$ cat src/rtl/ofu_pkg.sv
package ofu_pkg;
  typedef enum logic [1:0] {
    WID_B8  = 2'b00,
    WID_B16 = 2'b01,
    WID_B32 = 2'b10,
    WID_B32A = 2'b11
  } wid_e;

  typedef enum logic [2:0] {
    ST_IDLE,
    ST_REQ_LO,
    ST_WAIT_LO,
    ST_REQ_HI,
    ST_WAIT_HI,
    ST_DONE
  } seq_e;

  function automatic logic wid_is_pair(input wid_e w);
    return w[1];
  endfunction
endpackage

$ cat src/rtl/ofu_addr_gen.sv
module ofu_addr_gen #(
  parameter int ADDR_W = 32
) (
  input  logic [ADDR_W-1:0] base,
  input  logic [ADDR_W-1:0] index,
  input  logic              idx_zero,
  input  logic [ADDR_W-1:0] ea_held,
  output logic [ADDR_W-1:0] ea_new,
  output logic [ADDR_W-1:0] ea_step
);
  logic [ADDR_W-1:0] idx_eff;

  always_comb begin
    idx_eff = idx_zero ? '0 : index;
    ea_new  = base + idx_eff;
    ea_step = ea_held + {{(ADDR_W-1){1'b0}}, 1'b1};
  end
endmodule

$ cat src/rtl/ofu_packer.sv
module ofu_packer
  import ofu_pkg::*;
#(
  parameter int LOC_W = 16,
  localparam int HALF_W = LOC_W / 2,
  localparam int OPND_W = 2 * LOC_W
) (
  input  wid_e              wid,
  input  logic [LOC_W-1:0]  first_w,
  input  logic [LOC_W-1:0]  second_w,
  output logic [OPND_W-1:0] packed_o
);
  logic [OPND_W-1:0] pair_v;

  // Interleave: low halves form the lower half of the result, first word first.
  always_comb begin
    pair_v = {second_w[LOC_W-1:HALF_W], first_w[LOC_W-1:HALF_W],
              second_w[HALF_W-1:0],     first_w[HALF_W-1:0]};
    unique case (wid)
      WID_B8:  packed_o = {{(OPND_W-HALF_W){1'b0}}, first_w[HALF_W-1:0]};
      WID_B16: packed_o = {{(OPND_W-LOC_W){1'b0}}, first_w};
      default: packed_o = pair_v;
    endcase
  end
endmodule

$ cat src/rtl/ofu_seq.sv
module ofu_seq
  import ofu_pkg::*;
(
  input  logic clk,
  input  logic rst_n,
  input  logic cmd_fire,
  input  logic pair,
  input  logic rd_ready,
  input  logic rsp_valid,
  output logic idle,
  output logic rd_valid,
  output logic hi_phase,
  output logic cap_lo,
  output logic finish,
  output logic done
);
  seq_e st_q, st_d;

  always_comb begin
    st_d     = st_q;
    idle     = (st_q == ST_IDLE);
    rd_valid = (st_q == ST_REQ_LO) || (st_q == ST_REQ_HI);
    hi_phase = (st_q == ST_REQ_HI);
    done     = (st_q == ST_DONE);
    cap_lo   = 1'b0;
    finish   = 1'b0;
    unique case (st_q)
      ST_IDLE:    if (cmd_fire) st_d = ST_REQ_LO;
      ST_REQ_LO:  if (rd_ready) st_d = ST_WAIT_LO;
      ST_WAIT_LO: if (rsp_valid) begin
        if (pair) begin
          cap_lo = 1'b1;
          st_d   = ST_REQ_HI;
        end else begin
          finish = 1'b1;
          st_d   = ST_DONE;
        end
      end
      ST_REQ_HI:  if (rd_ready) st_d = ST_WAIT_HI;
      ST_WAIT_HI: if (rsp_valid) begin
        finish = 1'b1;
        st_d   = ST_DONE;
      end
      ST_DONE:    st_d = ST_IDLE;
      default:    st_d = ST_IDLE;
    endcase
  end

  always_ff @(posedge clk) begin
    if (!rst_n) st_q <= ST_IDLE;
    else        st_q <= st_d;
  end
endmodule

$ cat src/rtl/opnd_fetch_unit.sv
module opnd_fetch_unit
  import ofu_pkg::*;
#(
  parameter int ADDR_W = 32,
  parameter int LOC_W  = 16,
  localparam int OPND_W = 2 * LOC_W
) (
  input  logic              clk,
  input  logic              rst_n,
  input  logic              cmd_valid,
  output logic              cmd_ready,
  input  logic [ADDR_W-1:0] cmd_base,
  input  logic [ADDR_W-1:0] cmd_index,
  input  logic              cmd_idx_zero,
  input  logic [1:0]        cmd_width,
  output logic              rd_valid,
  input  logic              rd_ready,
  output logic [ADDR_W-1:0] rd_addr,
  input  logic              rsp_valid,
  input  logic [LOC_W-1:0]  rsp_data,
  output logic              done,
  output logic [OPND_W-1:0] operand
);
  logic              cmd_fire, idle, hi_phase, cap_lo, finish;
  logic [ADDR_W-1:0] ea_q, ea_new, ea_step;
  wid_e              wid_q;
  logic [LOC_W-1:0]  lo_q, pk_first;
  logic [OPND_W-1:0] pk_out, opnd_q;

  assign cmd_ready = idle;
  assign cmd_fire  = cmd_valid && idle;

  ofu_addr_gen #(.ADDR_W(ADDR_W)) u_addr (
    .base(cmd_base), .index(cmd_index), .idx_zero(cmd_idx_zero),
    .ea_held(ea_q), .ea_new(ea_new), .ea_step(ea_step)
  );

  ofu_seq u_seq (
    .clk(clk), .rst_n(rst_n), .cmd_fire(cmd_fire), .pair(wid_is_pair(wid_q)),
    .rd_ready(rd_ready), .rsp_valid(rsp_valid), .idle(idle),
    .rd_valid(rd_valid), .hi_phase(hi_phase), .cap_lo(cap_lo),
    .finish(finish), .done(done)
  );

  assign pk_first = wid_is_pair(wid_q) ? lo_q : rsp_data;

  ofu_packer #(.LOC_W(LOC_W)) u_pack (
    .wid(wid_q), .first_w(pk_first), .second_w(rsp_data), .packed_o(pk_out)
  );

  always_ff @(posedge clk) begin
    if (!rst_n) begin
      ea_q   <= '0;
      wid_q  <= WID_B8;
      lo_q   <= '0;
      opnd_q <= '0;
    end else begin
      if (cmd_fire) begin
        ea_q  <= ea_new;
        wid_q <= wid_e'(cmd_width);
      end
      if (cap_lo) lo_q   <= rsp_data;
      if (finish) opnd_q <= pk_out;
    end
  end

  assign rd_addr = hi_phase ? ea_step : ea_q;
  assign operand = opnd_q;
endmodule

$ cat config.mk
export PLATFORM = sky130hd
export DESIGN_NAME = opnd_fetch_unit
export DESIGN_NICKNAME = d
export VERILOG_FILES = /design/src/rtl/ofu_pkg.sv /design/src/rtl/ofu_addr_gen.sv /design/src/rtl/ofu_packer.sv /design/src/rtl/ofu_seq.sv /design/src/rtl/opnd_fetch_unit.sv
export SDC_FILE = /design/constraint.sdc
export NUM_CORES = 1
export LEC_CHECK = 0
export BUFFER_PORTS_ARGS = -buffer_cell sky130_fd_sc_hd__buf_4
export CAP_MARGIN = 10
export CORE_MARGIN = 5
export CORE_UTILIZATION = 60
export CTS_CLUSTER_SIZE = 30
export DETAILED_ROUTE_END_ITERATION = 10
export PLACE_DENSITY = 0.9
export SLEW_MARGIN = 20
export SYNTH_ARGS = -nofsm -noshare
export SYNTH_HDL_FRONTEND = slang
export SYNTH_HIERARCHICAL = 1
export SYNTH_SLANG_ARGS = --single-unit
$ cat constraint.sdc
create_clock -name clk -period 6.4 [get_ports clk]
set_input_delay 0.64 -clock clk [delete_from_list [all_inputs] [get_ports clk]]
set_output_delay 0.64 -clock clk [all_outputs]
set_load 0.03 [all_outputs]
======== Word level (Yosys, flattened, before mapping) ========
Cells that the tools add are included.
storage, ports and cells
  register bits ........................... 85
  bits of input ports ..................... 88
  output and inout port bits .............. 67
  logic and storage cells ................. 41
operators by class
  add/subtract/negate cells ............... 2
  equal/unequal tests ..................... 11
  muxes and demuxes ....................... 18
  reductions and logical operators ........ 5
operators by type and width
  cell                                                 number
  two-way mux 32 bit                                   2
  case mux 32 bit (2 select lines)                     1
  adder 32 x 1 -> 32 bit, second input constant        1
  adder 32 bit                                         1
  two-way mux 3 bit                                    6
  two-way mux 16 bit                                   1
  case mux 3 bit (5 select lines)                      1
  != test 2 bit, second input constant                 5
  equality test 3 x 2 -> 1 bit, second input constant  2
  equality test 3 bit, second input constant           2
  two-way mux 1 bit                                    6
  AND reduction 5 bit                                  1
  equality test 3 x 1 -> 1 bit, second input constant  1
  logical NOT 3 bit                                    1
  equality test 2 x 1 -> 1 bit, second input constant  1
  logical NOT 2 bit                                    1
  case mux 1 bit (2 select lines)                      1
  logical AND 1 bit                                    1
  logical OR 1 bit                                     1

======== Logic depth before layout (Yosys ltp) ========
  depth after elaboration ................. 4
  gate-level depth with buffers ........... 12
  gate-level depth less buffers ........... 11

======== Cells and area by module ========
The synthesis kept the hierarchy.
modules (own cells, without submodules)
  module           times used  cells an instance  area an instance (um^2)  sequential area each (um^2)
  opnd_fetch_unit  1           366                3872.5                   1641.6
  ofu_addr_gen     1           399                2723.9                   0.0
  ofu_seq          1           35                 280.3                    60.1
  ofu_packer       1           36                 260.2                    0.0

======== Worst setup path before layout ========
Ideal clock, no wire load.
  kind .................................... input port to flip-flop
  start point ............................. input port cmd_idx_zero
  end point ............................... register ea_q[30]
  data arrival time ....................... 3.082 ns
  required time ........................... 6.282 ns
  slack ................................... 3.200 ns
  stages on the path ...................... 12
  path buffers ............................ 1
  cell sequence ........................... clkbuf_1 -> nor2b_1 -> ha_1 -> fa_1 -> a21o_1 -> a2111oi_2 -> o31a_1 -> o221a_4 -> nor3_1 -> or3_1 -> nand4_1 -> o21ai_1
on the way
  cells in the longest elaborated chain, start to end .. 2
RTL lines
  what                  RTL line               source
  start, declared       opnd_fetch_unit.sv:14  input logic cmd_idx_zero,
  two-way mux 32 bit    ofu_addr_gen.sv:14     idx_eff = idx_zero ? '0 : index;
  adder 32 bit          ofu_addr_gen.sv:15     ea_new = base + idx_eff;
  via ea_new[30]        opnd_fetch_unit.sv:25  logic [ADDR_W-1:0] ea_q, ea_new, ea_step;
  end signal, assigned  opnd_fetch_unit.sv:59  ea_q <= ea_new;
  end, declared         opnd_fetch_unit.sv:25
The timed path passes the listed nets, and every way through them passes these cells.
A chain may end at the register's enable or synchronous reset.

======== Worst setup path after layout ========
  start point ............................. register ea_q[0]
  end point ............................... output port rd_addr[28]
on the way
  cells in the longest elaborated chain, start to end .. 2
RTL lines
  what                    RTL line               source
  adder 32 x 1 -> 32 bit  ofu_addr_gen.sv:16     ea_step = ea_held + {{(ADDR_W-1){1'b0}}, 1'b1};
  via ea_step[28]         opnd_fetch_unit.sv:25
  two-way mux 32 bit      opnd_fetch_unit.sv:67  assign rd_addr = hi_phase ? ea_step : ea_q;
  end, declared           opnd_fetch_unit.sv:18  output logic [ADDR_W-1:0] rd_addr,
The timed path passes the listed nets, and every way through them passes these cells.

==> impl_metrics.json <==
{
  "min_from": "wid_q[0]",
  "dominantRegCellSynth": "dfxtp_1",
  "rr_startpoint": "u_seq/st_q[0]",
  "layout-drive-gt1-share": 0.233,
  "synth_seq_cells": 85,
  "cpMostUsedCell": "nand3_1",
  "syn_area_um2": 7140,
  "wl_um": 18200,
  "postCtsResizedCells": 0,
  "first_pass_iters": 5,
  "async_reset_ff_frac": 0,
  "cp_cell_sequence": "ha_1 > and3_1 > nand3_1 > nor2_1 > nand3_1 > xnor2_1 > mux2_1 > buf_4",
  "antenna_cells": 0,
  "fp.dieW_um": 119,
  "holdBufCountCts": 0,
  "grt_pass1_wl_um": 29500,
  "via_per_inst": 6.03,
  "num_io_pins": 155,
  "grtUsageTotal": 0.247,
  "status": "finished clean",
  "finalNonFillerCells": 1084,
  "p_per_area_nw_per_um2": 212,
  "setup_viol": 0,
  "routabilityCongestion": 0.915,
  "routed-via-count": 6534,
  "io_buffers": 154,
  "crit_path_start_kind": "register",
  "fmax_mhz": 304,
  "postCtsSetupBuffers": 0,
  "cts_buffers": 9,
  "cts.sinks": 85,
  "rows": 39,
  "min_path_type": "register to register",
  "finalSetupTns_ns": 0,
  "synth_largest_area_cell": "dfxtp_1",
  "coreArea_um2": 11500,
  "cp_data_arrival_time_ns": 2.65,
  "drt_iter0_drc": 554,
  "h-tree-depth": 3,
  "hold_violations": 0,
  "peakVddDrop_v": 0.000167,
  "areaGrowthSynthToFinish_pct": 17.0,
  "avgSynthCellArea_um2": 8.54,
  "syn-num-nets": 957,
  "path_clk_slew_ns": 0.06,
  "grt_max_degree": 120,
  "clk_path_buf_depth": 2,
  "die_area_um2": 14200,
  "grt_pass1_vias": 6118,
  "dpl_cell_area_um2": 8020,
  "maxCapViolCount": 0,
  "min_period_ns": 3.29,
  "synth_area_leaders": "dfxtp_1 (24%), mux2_1 (7.6%), nor2b_1 (7.2%)",
  "fin_crit_sh": 0.514,
  "synth_cells": 836,
  "cts-root-buf": "clkbuf_16",
  "slew_viol_final": 0,
  "dpl.hpwl_um": 13300,
  "final_nets": 1057,
  "detail-route-antenna-nets": 0,
  "slowest_delay_ns": 0.44,
  "slowest_stage": "dfxtp_1",
  "critPathKind": "register to output port",
  "antenna_found_initial": 0,
  "die_h_um": 119,
  "p_leak_nw": 3.53,
  "tritoncts": "yes",
  "max_slew_margin": 0.330,
  "worst_pin_slew_ns": 1.00,
  "synth_edf_count": 0,
  "place_inst": 1068,
  "crit_path_start": "ea_q[0]",
  "crit_required_ns": 5.76,
  "wire_per_inst_um": 16.8,
  "clock_latency_ns": 0.34,
  "yosysWarnings": 6,
  "crit_fanout": 7,
  "rsz0062_at_grt": "no",
  "postLayoutCellArea_um2": 8350,
  "fin_worst_skew_ns": 0.00720,
  "overflow": 0,
  "endpoint_kind": "output port",
  "drcViolationCount": 0,
  "synth_top_area_frac": 0.238,
  "yosysSeqAreaShare": 0.238,
  "start_util": 0.620,
  "synth_cell_type_count": 70
}
## metal layers
| metal | global-route usage | share of wire | vias to the layer above |
|---|---|---|---|
| met5 | 0 | 0 | - |
| met4 | 0.107 | 0.032 | 0 |
| met3 | 0.0360 | 0.059 | 44 |
| met2 | 0.419 | 0.48 | 246 |
| met1 | 0.313 | 0.42 | 3053 |
| li1 | - | - | 3191 |
## cell usage in the layout, fill, tap and decap left out, types with 4 or more instances in the layout
cell type and instances:
dfxtp_1 85, nor2b_1 82, a22o_1 8, nand2_1 77, o21ai_1 5, nand3_1 23, a31oi_1 7, clkbuf_16 9
mux2i_1 49, o21ai_2 29, nor3_1 6, a21o_1 11, a211oi_1 4, ha_1 32, and4_1 5, and3_1 14
and2_1 23, o211a_1 4, xor2_1 15, o21bai_1 6, nor2_1 22, mux2_1 48, or3_1 4, xnor2_1 42
o21ai_0 14, a21oi_1 35, inv_1 13, o211ai_1 5, buf_4 158, nand4_1 46
## area by class of cell
type                    instances  area (um^2)
repair buffers                158         1190
inverters                      13         48.8
well taps                     143          179
fillers                       872         3160
clock inverters                 6          109
flip-flops and latches         85         1700
multi-input cells             669         4900
clock buffers                  10          229
## synth_stat cells (12+ instances only)
master,count
xnor2_1,42
nand2_1,77
nand3_1,23
a21oi_1,35
buf_4,21
nand4_1,46
mux2_1,48
and3_1,14
mux2i_1,49
nor2_1,22
o21ai_0,14
clkbuf_1,17
buf_6,12
xor2_1,15
buf_2,14
ha_1,32
dfxtp_1,85
o21ai_2,29
inv_1,13
and2_1,23
nor2b_1,82
## flip-flops by register name, summed over array words and instances, names as in the netlist
signal / flops
ea_q: 32
operand: 32
lo_q: 16
u_seq/st_q: 3
wid_q: 2
## worst max-delay path: cells and delay by family, from the launching register on
family | cells | cell delay, ns
XOR/XNOR | 1 | 0.15
adder cells (fa/ha/maj) | 1 | 0.25
buffers and inverters | 1 | 0.17
flip-flops | 1 | 0.44
multiplexers | 1 | 0.29
AND/OR/NAND/NOR | 4 | 1.01
## report_power, final
part           total, W  internal [W]  switching (W)
Combinational  0.000575      0.000242       0.000333
Clock          0.000593      0.000381       0.000212
Sequential     0.000606      0.000562      0.0000444
Total           0.00177       0.00119       0.000589
## final timing paths
path                                 endpoint  slack (ns)  cells after the start
worst min-delay path                 wid_q[0]        0.46                      2
worst min register to register       wid_q[0]        0.46                      2
worst max-delay path              rd_addr[28]        3.11                      8
worst max register to register  u_seq/st_q[0]        4.16                      6
## kinds of logic (layout without fill, tap and decap cells)
family | after synthesis | after routing | share of synthesized area
multiplexers | 97 | 97 | 0.144
adder cells (fa/ha/maj) | 33 | 33 | 0.0589
AO/OA/AOI/OAI | 159 | 159 | 0.162
AND/OR/NAND/NOR | 323 | 323 | 0.250
XOR/XNOR | 57 | 57 | 0.0700
flip-flops | 85 | 85 | 0.238
buffers and inverters | 82 | 187 | 0.0764
## per-stage QoR
| stage | total power (W) | setup WS (ns) | utilization | hold WS (ns) |
|---|---|---|---|---|
| final | 0.00177 | 3.11 | 0.725 | 0.455 |
| after global routing | 0.00185 | 2.93 | 0.725 | 0.498 |
| after CTS | 0.00178 | 3.15 | 0.725 | 0.459 |
| after detailed placement | 0.00118 | 2.96 | 0.696 | 0.446 |
| after global placement | 0.00118 | 3.02 | 0.696 | 0.449 |
| after floorplan | 0.00104 | 3.20 | - | 0.435 |
Power figures use the tool's default switching activity.
